File: src/rtl/ringctl_pkg.sv
package ringctl_pkg;
   localparam logic [7:0] OFS_VER      = 8'h00;
   localparam logic [7:0] OFS_DBASE    = 8'h04;
   localparam logic [7:0] OFS_DWPTR    = 8'h0C;
   localparam logic [7:0] OFS_CBASE    = 8'h18;
   localparam logic [7:0] OFS_CWPTR    = 8'h1C;
   localparam logic [7:0] OFS_NRECV    = 8'h20;
   localparam logic [7:0] OFS_NSENT    = 8'h28;
   localparam logic [7:0] OFS_NOUT     = 8'h30;
   localparam logic [7:0] OFS_CTRL     = 8'h34;
   localparam logic [7:0] OFS_FDONE    = 8'h38;
   localparam logic [7:0] OFS_IADDR_LO = 8'h3C;
   localparam logic [7:0] OFS_IADDR_HI = 8'h40;
   localparam logic [7:0] OFS_ICTRL    = 8'h48;
   localparam logic [7:0] OFS_IDATA    = 8'h64;

   localparam int CTRL_ACT_BIT   = 4;
   localparam int CTRL_FLUSH_BIT = 5;
   localparam int THR_W          = 10;
   localparam int TMR_W          = 16;

   typedef struct packed {
      logic [TMR_W-1:0] tval;
      logic             en;
      logic [THR_W-1:0] thr;
   } ictrl_t;

   localparam int NUM_CNT = 3;
   typedef enum logic [1:0] {CNT_RECV = 2'd0, CNT_SENT = 2'd1, CNT_OUT = 2'd2} cnt_idx_e;
endpackage

File: src/rtl/ringctl_rdclr_cnt.sv
module ringctl_rdclr_cnt #(
   parameter int W = 32
) (
   input  logic         clk,
   input  logic         rst_n,
   input  logic         inc,
   input  logic         dec,
   input  logic         clr,
   output logic [W-1:0] cnt
);
   localparam logic [W-1:0] CNT_MAX = {W{1'b1}};

   logic [W-1:0] cnt_q, base, nxt;

   always_comb begin
      base = clr ? '0 : cnt_q;
      nxt  = base;
      if (inc && !dec && base != CNT_MAX)
         nxt = base + 1'b1;
      else if (dec && !inc && base != '0)
         nxt = base - 1'b1;
   end

   always_ff @(posedge clk or negedge rst_n)
      if (!rst_n) cnt_q <= '0;
      else        cnt_q <= nxt;

   assign cnt = cnt_q;
endmodule

File: src/rtl/ringctl_flush_hs.sv
module ringctl_flush_hs (
   input  logic clk,
   input  logic rst_n,
   input  logic flush_req,
   input  logic ptr_rd,
   output logic done
);
   logic seen_q;

   always_ff @(posedge clk or negedge rst_n)
      if (!rst_n) seen_q <= 1'b0;
      else        seen_q <= flush_req & (seen_q | ptr_rd);

   assign done = flush_req & seen_q;
endmodule

File: src/rtl/ringctl_irq_coal.sv
module ringctl_irq_coal #(
   parameter int TMR_W = 16,
   parameter int THR_W = 10
) (
   input  logic             clk,
   input  logic             rst_n,
   input  logic             evt,
   input  logic             flush,
   input  logic             en,
   input  logic [THR_W-1:0] thr,
   input  logic [TMR_W-1:0] tval,
   input  logic             rearm,
   output logic             irq_pulse,
   output logic             pend_any
);
   localparam int             PEND_W   = THR_W + 1;
   localparam logic [PEND_W-1:0] PEND_MAX = {PEND_W{1'b1}};

   logic [PEND_W-1:0] pend_q, thr_eff;
   logic [TMR_W-1:0]  tmr_q;
   logic              run_q, armed_q, pulse_q, fire;

   always_comb begin
      thr_eff = (thr == '0) ? PEND_W'(1) : PEND_W'(thr);
      fire    = en && armed_q && (pend_q != '0) &&
                ((pend_q >= thr_eff) || (run_q && tmr_q == '0));
   end

   always_ff @(posedge clk or negedge rst_n)
      if (!rst_n) begin
         pend_q  <= '0;
         tmr_q   <= '0;
         run_q   <= 1'b0;
         armed_q <= 1'b1;
         pulse_q <= 1'b0;
      end else begin
         pulse_q <= fire;
         if (flush) begin
            pend_q <= '0;
            run_q  <= 1'b0;
            tmr_q  <= tval;
         end else if (fire) begin
            pend_q <= PEND_W'(evt);
            run_q  <= evt;
            tmr_q  <= tval;
         end else begin
            if (evt && pend_q != PEND_MAX)
               pend_q <= pend_q + 1'b1;
            if (evt && pend_q == '0) begin
               tmr_q <= tval;
               run_q <= 1'b1;
            end else if (run_q && tmr_q != '0) begin
               tmr_q <= tmr_q - 1'b1;
            end
         end
         if (fire)       armed_q <= 1'b0;
         else if (rearm) armed_q <= 1'b1;
      end

   assign irq_pulse = pulse_q;
   assign pend_any  = (pend_q != '0);
endmodule

File: src/rtl/ringctl_top.sv
module ringctl_top
   import ringctl_pkg::*;
#(
   parameter int          ADDR_W  = 8,
   parameter int          CPTR_W  = 10,
   parameter int          CNT_W   = 32,
   parameter int          DBASE_W = 28,
   parameter int          CBASE_W = 27,
   parameter logic [31:0] VERSION = 32'h7630_3031
) (
   input  logic               clk,
   input  logic               rst_n,
   input  logic               reg_wr,
   input  logic               reg_rd,
   input  logic [ADDR_W-1:0]  reg_addr,
   input  logic [31:0]        reg_wdata,
   output logic [31:0]        reg_rdata,
   input  logic [CPTR_W-1:0]  desc_wptr,
   input  logic               cmpl_evt,
   input  logic               req_recv,
   input  logic               req_sent,
   output logic               ring_active,
   output logic               ring_flush,
   output logic [DBASE_W-1:0] desc_base,
   output logic [CBASE_W-1:0] cmpl_base,
   output logic               irq_valid,
   output logic [63:0]        irq_addr,
   output logic [31:0]        irq_data
);
   initial begin : g_param_chk
      if (ADDR_W < 7 || CPTR_W < 1 || CPTR_W > 32 || CNT_W < 1 || CNT_W > 32 ||
          DBASE_W < 1 || DBASE_W > 32 || CBASE_W < 1 || CBASE_W > 32)
         $error("ringctl_top: parameter out of range");
   end

   function automatic logic hit(input logic [ADDR_W-1:0] a, input logic [7:0] ofs);
      return a == ADDR_W'(ofs);
   endfunction

   logic               act_q, flush_q, flush_done, irq_en, pend_any;
   logic [DBASE_W-1:0] dbase_q;
   logic [CBASE_W-1:0] cbase_q;
   logic [CPTR_W-1:0]  cptr;
   logic [31:0]        iaddr_lo_q, iaddr_hi_q, idata_q;
   ictrl_t             ictrl_q;
   logic               cwp_rd, ctrl_wr;
   logic [NUM_CNT-1:0] c_inc, c_dec, c_clr;
   logic [CNT_W-1:0]   cnt_val [NUM_CNT];
   logic [CNT_W-1:0]   recv_cnt;

   assign cwp_rd  = reg_rd && hit(reg_addr, OFS_CWPTR);
   assign ctrl_wr = reg_wr && hit(reg_addr, OFS_CTRL);

   always_ff @(posedge clk or negedge rst_n)
      if (!rst_n) begin
         act_q      <= 1'b0;
         flush_q    <= 1'b0;
         dbase_q    <= '0;
         cbase_q    <= '0;
         iaddr_lo_q <= '0;
         iaddr_hi_q <= '0;
         idata_q    <= '0;
         ictrl_q    <= '0;
      end else if (reg_wr) begin
         if (ctrl_wr) begin
            act_q   <= reg_wdata[CTRL_ACT_BIT];
            flush_q <= reg_wdata[CTRL_FLUSH_BIT];
         end
         if (hit(reg_addr, OFS_DBASE))    dbase_q    <= reg_wdata[DBASE_W-1:0];
         if (hit(reg_addr, OFS_CBASE))    cbase_q    <= reg_wdata[CBASE_W-1:0];
         if (hit(reg_addr, OFS_IADDR_LO)) iaddr_lo_q <= reg_wdata;
         if (hit(reg_addr, OFS_IADDR_HI)) iaddr_hi_q <= reg_wdata;
         if (hit(reg_addr, OFS_IDATA))    idata_q    <= reg_wdata;
         if (hit(reg_addr, OFS_ICTRL))
            ictrl_q <= '{tval: reg_wdata[31:16], en: reg_wdata[15], thr: reg_wdata[9:0]};
      end

   // completion write pointer: held at zero while a flush is requested
   always_ff @(posedge clk or negedge rst_n)
      if (!rst_n)
         cptr <= '0;
      else if ((ctrl_wr && reg_wdata[CTRL_FLUSH_BIT]) || (flush_q && !ctrl_wr))
         cptr <= '0;
      else if (cmpl_evt)
         cptr <= cptr + 1'b1;

   ringctl_flush_hs u_flush (
      .clk      (clk),
      .rst_n    (rst_n),
      .flush_req(flush_q),
      .ptr_rd   (cwp_rd),
      .done     (flush_done)
   );

   assign c_inc = {req_recv, req_sent, req_recv};
   assign c_dec = {req_sent, 1'b0, 1'b0};
   assign c_clr = {reg_rd && hit(reg_addr, OFS_NOUT),
                   reg_rd && hit(reg_addr, OFS_NSENT),
                   reg_rd && hit(reg_addr, OFS_NRECV)};

   for (genvar i = 0; i < NUM_CNT; i++) begin : g_cnt
      ringctl_rdclr_cnt #(.W(CNT_W)) u_cnt (
         .clk  (clk),
         .rst_n(rst_n),
         .inc  (c_inc[i]),
         .dec  (c_dec[i]),
         .clr  (c_clr[i]),
         .cnt  (cnt_val[i])
      );
   end

   assign recv_cnt = cnt_val[CNT_RECV];
   assign irq_en   = ictrl_q.en;

   ringctl_irq_coal #(.TMR_W(TMR_W), .THR_W(THR_W)) u_coal (
      .clk      (clk),
      .rst_n    (rst_n),
      .evt      (cmpl_evt && !flush_q),
      .flush    (flush_q),
      .en       (ictrl_q.en),
      .thr      (ictrl_q.thr),
      .tval     (ictrl_q.tval),
      .rearm    (cwp_rd),
      .irq_pulse(irq_valid),
      .pend_any (pend_any)
   );

   always_comb begin
      reg_rdata = '0;
      if      (hit(reg_addr, OFS_VER))      reg_rdata = VERSION;
      else if (hit(reg_addr, OFS_DBASE))    reg_rdata = 32'(dbase_q);
      else if (hit(reg_addr, OFS_DWPTR))    reg_rdata = 32'(desc_wptr);
      else if (hit(reg_addr, OFS_CBASE))    reg_rdata = 32'(cbase_q);
      else if (hit(reg_addr, OFS_CWPTR))    reg_rdata = 32'(cptr);
      else if (hit(reg_addr, OFS_NRECV))    reg_rdata = 32'(cnt_val[CNT_RECV]);
      else if (hit(reg_addr, OFS_NSENT))    reg_rdata = 32'(cnt_val[CNT_SENT]);
      else if (hit(reg_addr, OFS_NOUT))     reg_rdata = 32'(cnt_val[CNT_OUT]);
      else if (hit(reg_addr, OFS_CTRL))     reg_rdata = 32'({flush_q, act_q}) << CTRL_ACT_BIT;
      else if (hit(reg_addr, OFS_FDONE))    reg_rdata = {31'd0, flush_done};
      else if (hit(reg_addr, OFS_IADDR_LO)) reg_rdata = iaddr_lo_q;
      else if (hit(reg_addr, OFS_IADDR_HI)) reg_rdata = iaddr_hi_q;
      else if (hit(reg_addr, OFS_ICTRL))    reg_rdata = {ictrl_q.tval, ictrl_q.en, 5'd0, ictrl_q.thr};
      else if (hit(reg_addr, OFS_IDATA))    reg_rdata = idata_q;
   end

   assign ring_active = act_q;
   assign ring_flush  = flush_q;
   assign desc_base   = dbase_q;
   assign cmpl_base   = cbase_q;
   assign irq_addr    = {iaddr_hi_q, iaddr_lo_q};
   assign irq_data    = idata_q;
endmodule

File: config.mk
export PLATFORM = sky130hd
export DESIGN_NAME = ringctl_top
export DESIGN_NICKNAME = d
export VERILOG_FILES = /design/src/rtl/ringctl_pkg.sv /design/src/rtl/ringctl_rdclr_cnt.sv /design/src/rtl/ringctl_flush_hs.sv /design/src/rtl/ringctl_irq_coal.sv /design/src/rtl/ringctl_top.sv
export SDC_FILE = /design/constraint.sdc
export NUM_CORES = 1
export LEC_CHECK = 0
export BUFFER_PORTS_ARGS = -buffer_cell sky130_fd_sc_hd__clkbuf_2
export CELL_PAD_IN_SITES_DETAIL_PLACEMENT = 1
export CELL_PAD_IN_SITES_GLOBAL_PLACEMENT = 1
export CORE_UTILIZATION = 40
export DETAILED_ROUTE_END_ITERATION = 8
export GPL_TIMING_DRIVEN = 0
export PLACE_DENSITY_LB_ADDON = 0.1
export SLEW_MARGIN = 20
export SYNTH_ARGS = -nofsm -noshare
export SYNTH_HDL_FRONTEND = slang
export SYNTH_SLANG_ARGS = --single-unit
File: constraint.sdc
create_clock -name clk -period 3.1 [get_ports clk]
set_clock_uncertainty 0.15 [all_clocks]
set_input_delay 0 -clock clk [delete_from_list [all_inputs] [get_ports clk]]
set_output_delay 0 -clock clk [all_outputs]
set_load 0.01 [all_outputs]
Word-level counts from Yosys, hierarchy flattened --
Index checks and enable logic that the tools add are counted.
Cells by class: $add $sub $neg 7, multiply operators 0, div/mod/pow operators 0, $lt $le $gt $ge 1, equality and inequality tests 17, shift operators 0, mux-type cells 36, bitwise gates (word level) 3, reduce and logical (&&, ||, !) cells 46
Operator list (count):
- $mux W32 | 21
- $add A32 B1 Y32 const B | 3
- $ne A32 B32 Y1 const B | 3
- $mux W16 | 4
- $eq A8 B6 Y1 const B | 6
- $mux W11 | 3
- $reduce_bool A32 Y1 | 1
- $sub A32 B1 Y32 const B | 1
- $mux W10 | 3
- $eq A8 B7 Y1 const B | 3
- $logic_and A1 B1 Y1 | 21
- $eq A8 B5 Y1 const B | 2
- $logic_not A16 Y1 | 1
- $reduce_bool A16 Y1 | 1
- $sub A16 B1 Y16 const B | 1
- $reduce_and A2 Y1 | 7
- $add A11 B1 Y11 const B | 1
- $ge A11 B11 Y1 | 1
- $logic_not A11 Y1 | 1
- $ne A11 B11 Y1 const B | 1
- $reduce_bool A11 Y1 | 1
- $add A10 B1 Y10 const B | 1
- $logic_not A10 Y1 | 1
- $eq A8 B3 Y1 const B | 1
- 10 further kinds | 21
Word-level totals: register bits 317, bits in latches 0, bits in writable memories 0, memory bits (read-only) 0, input bits 57, word-level logic and storage cells 130, memories 0

Depth between registers and ports, before layout --
depth in word-level cells 15, gate-level depth with buffers 16

By module --
A second synthesis with hierarchy kept.
Unflattened totals: cell total of the unflattened synthesis 2227, area, all modules 21127.8 µm²
By module, submodules not included:
- ringctl_top | times used 1, cells each 895, area an instance 10204.8 µm²
- ringctl_rdclr_cnt | times used 3, cells each 372, area an instance 2957.8 µm²
- ringctl_irq_coal | times used 1, cells each 213, area an instance 2009.4 µm²
- ringctl_flush_hs | times used 1, cells each 3, area an instance 40.0 µm²

Least setup slack after synthesis --
Ideal clock, no wire load.
path type in2reg, start input reg_addr[5], end register g_cnt[2].u_cnt.cnt_q[31], library setup time 0.136 ns, data arrival time 3.145 ns, data required time 2.814 ns, setup slack -0.330 ns, stages on the path 15, path through buf_2 nor4bb_1 nand3_1 clkbuf_1 clkbuf_1 nand2_1 inv_1 ha_1 nand4_1 nor4_1 nand4b_1 nand3_1 or4_1 o2111ai_1 o211ai_1
On the way: longest elaborated chain between the ends 7, elaborated cells on any way between the ends 11
Ends and longest elaborated chain:
- start, declared | line ringctl_top.sv:15 | input logic [ADDR_W-1:0] reg_addr,
- $eq A8 B6 Y1 (*) | line ringctl_top.sv:37 | return a == ADDR_W'(ofs);
- $logic_and A1 B1 Y1 (*) | line ringctl_top.sv:97 | assign c_clr = {reg_rd && hit(reg_addr, OFS_NOUT),
- $mux W32 (*) | line ringctl_rdclr_cnt.sv:16 | base = clr ? '0 : cnt_q;
- parallel branches: the longest is 3 deep, another holds $sub A32 B1 Y32
- $mux W32 (*) | line ringctl_rdclr_cnt.sv:18 | if (inc && !dec && base != CNT_MAX)
- via g_cnt[2].u_cnt.nxt[31] | line ringctl_rdclr_cnt.sv:13 | logic [W-1:0] cnt_q, base, nxt;
- end signal, assigned | line ringctl_rdclr_cnt.sv:26 | else cnt_q <= nxt;
- end, declared | line ringctl_rdclr_cnt.sv:13
Mark *: on every way through the listed nets, which the timed path passes. A chain may end at the register's enable or synchronous reset.

Worst setup path after layout --
start register g_cnt[2].u_cnt.cnt_q[26], end register g_cnt[2].u_cnt.cnt_q[14]
On the way: longest elaborated chain between the ends 5, elaborated cells on any way between the ends 7
Ends and longest elaborated chain:
- $mux W32 (*) | line ringctl_rdclr_cnt.sv:16
- $reduce_bool A32 Y1 | line ringctl_rdclr_cnt.sv:20 | else if (dec && !inc && base != '0)
- $logic_and A1 B1 Y1 | line ringctl_rdclr_cnt.sv:20
- $mux W32 | line ringctl_rdclr_cnt.sv:20
- $mux W32 (*) | line ringctl_rdclr_cnt.sv:18
- via g_cnt[2].u_cnt.nxt[14] | line ringctl_rdclr_cnt.sv:13
The timed path passes the listed nets; every way through them passes the cells marked *.

==> impl_metrics.toml <==
[worst_setup_path]
criticalPathCategory = "reg2reg"
cp.arrival_ns = 3.43
critPathMaxFanout = 8
required_ns = 3.43
critPathCaptureType = "flip-flop"
startpoint = "g_cnt[2].u_cnt.cnt[26]$_DFF_PN0_"
timing.rr.end = "g_cnt[2].u_cnt.cnt[14]$_DFF_PN0_"
cp-endpoint = "g_cnt[2].u_cnt.cnt[14]$_DFF_PN0_"
reg2reg_from = "g_cnt[2].u_cnt.cnt[26]$_DFF_PN0_"
cp-start-kind = "flip-flop"
r2r_slack_ns = 0.004
ff2ff_path_depth = 9

[clock_network]
cts_tree = "yes"
numClockSinks = 317
clkLatencyLatePin_ns = 0.58
numCtsBuffers = 38
h-tree-depth = 2
root_buffer = "clkbuf_16"
clockBufferDepth = 3
clk_pin_slew_ns = 0.06

[grt]
grt_overflow = 0
grt.total_usage = 0.3265
grt_pass1_wl_um = 105800
antenna_found_initial = 1
grt_max_degree = 91
grt_pass1_vias = 16122

[synth]
synth_cell_types = 92
synth_area_um2 = 16890
ys_ff_latch = 317
netlist_instances = 1594
ys_async_sr_fraction = 1.000
synth_nets = 1671
yosys.area.top_type = "dfrtp_1"
synth_edf_count = 0
yosysWarningCount = 0
synthFlopType = "dfrtp_1"
yosys-top-cells-area = "dfrtp_1 47%, mux2_2 13%, nand3_1 2.6%, nand2_1 2.4%, nor2_1 2.3%"
avgSynthCellArea_um2 = 10.60
synth_top_cell_area_share = 0.4681
yosysSeqAreaShare = 0.4697

[detailed_routing]
routed_via_density = 6.273
routed_wl_um = 70760
ant_nets = 0
first_iter_violations = 1420
dr.pass1.iters = 6
route.detailed.drc = 0
vias = 15682
wl_per_cell_um = 28.31

[power_and_ir_drop]
p_sw_mw = 4.499
cellPowerDensity_nw_per_um2 = 633.1
internal-power_mw = 8.982
clock_power_share = 0.365
power_frac_seq = 0.410
switching_share = 0.3337
peakVddDrop_uv = 407.4
pwr-share-comb = 0.225
leakage_nw = 9.941

[sta]
hold_violations = 0
rsz0062_at_grt = "yes"
max_freq_ghz = 0.3230
period_needed_ns = 3.096
period_share = 0.9988
worstMarginPinSlew_ns = 1.168
setup_viol = 0
slew_viol_final = 0
slew_headroom = 0.2182

[die]
placeableCoreArea_um2 = 41200
top_level_ports = 243
die_w_um = 207.5
rows = 74
dieArea_um2 = 43050
start_util = 0.4100
die_h_um = 207.5

[finish]
fin_nets = 2016
diodes = 0
seqCellArea_um2 = 7941
final_util = 0.5169
stdcell_area_um2 = 21300
fill_cells = 4499
drive_gt1_frac = 0.3308
multi_input_area_um2 = 8788
synthToLayoutAreaGrowth_pct = 26.07

[outcome]
outcome = "complete, no violations"

[placed_design]
post_dp_cell_area_um2 = 18870
gp_congestion = 0.9452
portBuffers = 238
dp_hpwl_um = 51740

[run]
max_cap_violations = 0

[hold_path]
hold_class = "in2reg"
==> cells by family (layout without fill, tap and decap cells) <==
kind of cell             Yosys count  in the layout  synth area share
AND/OR/NAND/NOR                  539            539            0.1679
flip-flops                       317            317            0.4697
AO/OA/AOI/OAI                    297            297            0.1364
multiplexers                     204            204            0.1356
buffers and inverters            132            506           0.03148
XOR/XNOR                          85             85           0.04407
adder cells (fa/ha/maj)           20             20           0.01481
==> synthesized netlist by cell type, types with 5 or more instances <==
| library cell | instances |
|---|---|
| nand3_1 | 89 |
| a221oi_1 | 36 |
| xor2_1 | 43 |
| nand2_1 | 107 |
| nor4_1 | 27 |
| and3_1 | 24 |
| o22ai_1 | 9 |
| a222oi_1 | 21 |
| or2_2 | 7 |
| a22o_1 | 19 |
| a211oi_1 | 10 |
| a221o_1 | 13 |
| nor3_1 | 36 |
| mux2_2 | 198 |
| or3_1 | 22 |
| or4_1 | 11 |
| o311ai_0 | 5 |
| buf_2 | 10 |
| o211ai_1 | 13 |
| nand2b_1 | 10 |
| and2_1 | 10 |
| nor2_1 | 102 |
| dfrtp_1 | 316 |
| o21ai_0 | 33 |
| a22oi_1 | 32 |
| and4_1 | 15 |
| clkbuf_1 | 72 |
| nand4_1 | 43 |
| a31oi_1 | 15 |
| xnor2_1 | 42 |
| buf_1 | 11 |
| mux2i_1 | 5 |
| o31ai_1 | 5 |
| a21oi_1 | 36 |
| inv_1 | 35 |
| o21a_1 | 5 |
| ha_1 | 20 |
==> cells in the final DEF (no fill, tap or decap), drive strengths merged, types with 36 or more instances in the layout <==
| master | n |
|---|---|
| nor3 | 38 |
| inv | 36 |
| clkbuf | 358 |
| nand3 | 90 |
| a221oi | 36 |
| dlygate4sd3 | 39 |
| xor2 | 43 |
| dfrtp | 316 |
| buf | 60 |
| xnor2 | 42 |
| nand4 | 43 |
| nor2 | 103 |
| mux2 | 199 |
| nand2 | 107 |
| a21oi | 36 |
==> power by group through the flow <==
stage	Clock [mW]	Sequential [mW]	Combinational, mW
after floorplan	0	5.17	1.91
after global placement	0	5.39	2.74
after detailed placement	0	5.41	2.85
after CTS	4.99	5.45	2.96
after global routing	5.13	5.60	3.33
final	4.92	5.53	3.03
==> area by class of cell <==
type                    instances  share of cell area
multi-input cells            1145              0.4127
clock buffers                  55             0.05194
flip-flops and latches        317              0.3729
plain buffers                  88             0.02056
inverters                      35            0.006169
well taps                     532             0.03126
repair buffers                314             0.09266
clock inverters                14             0.01181
==> per-stage QoR <==
stage | worst slack (ns) | total power, mW | TNS (ns) | instances | hold slack [ns]
final | 0.003643 | 13.48 | 0 | 2500 | 0.04932
after global routing | -0.06098 | 14.06 | -0.6249 | 2500 | 0.06179
after CTS | 0.01776 | 13.41 | 0 | 2493 | 0.01200
after detailed placement | -1.583 | 8.266 | -128.60 | 2367 | -0.1105
after global placement | -5.295 | 8.130 | -1795.25 | 2364 | 0.1509
after floorplan | -0.02595 | 7.078 | -0.02595 | 1594 | -0.4456
==> state kept, by name, indices dropped and copies added, names as in the netlist, 10 cells and up <==
| signal | flops |
|---|---|
| u_coal.pend_q | 11 |
| desc_base | 28 |
| iaddr_lo_q | 32 |
| irq_data | 32 |
| ictrl_q | 26 |
| cptr | 10 |
| iaddr_hi_q | 32 |
| g_cnt.u_cnt.cnt | 96 |
| u_coal.tmr_q | 16 |
| cmpl_base | 27 |
==> worst min path at each step <==
stage	startpoint	end	slack [ns]	depth (start not counted)
floorplan	rst_n	cmpl_base[0]$_DFFE_PN0P_	-0.45	0
global placement	reg_wdata[28]	ictrl_q[23]$_DFFE_PN0P_	0.15	2
detailed placement	rst_n	u_coal.irq_pulse$_DFF_PN0_	-0.11	1
CTS	reg_addr[2]	ring_active$_DFFE_PN0P_	0.01	4
global route	reg_addr[2]	ring_active$_DFFE_PN0P_	0.06	4
finish	reg_addr[2]	ring_active$_DFFE_PN0P_	0.05	4
==> what timing repair did <==
| item | CTS | global route |
|---|---|---|
| pin swaps | 13 | 7 |
| gates resized for setup | 52 | 61 |
| setup buffers | 23 | 9 |
| gates cloned | 0 | 1 |
| hold buffers | 40 | 0 |
| endpoints found under the setup margin | 134 | 81 |
| endpoints found under the hold margin | 425 | 0 |
==> layer usage <==
metal | up-vias | routed length (um) | global-route usage
li1 | 6747 | - | -
met1 | 8203 | 31660 | 0.4630
met2 | 605 | 32340 | 0.5071
met3 | 127 | 4440 | 0.04508
met4 | 0 | 2326 | 0.1217
met5 | - | 0 | 0
==> worst max-delay path: stages, from the launching register on <==
cell and delay (ns):
dfrtp_1 0.39, buf_6 0.12, or4_4 0.53, or4_4 0.54, o41a_4 0.44, and3_4 0.20, buf_6 0.14, a21boi_2 0.15
mux2_4 0.31, nand2_1 0.07
Power figures use the tool's default switching activity.
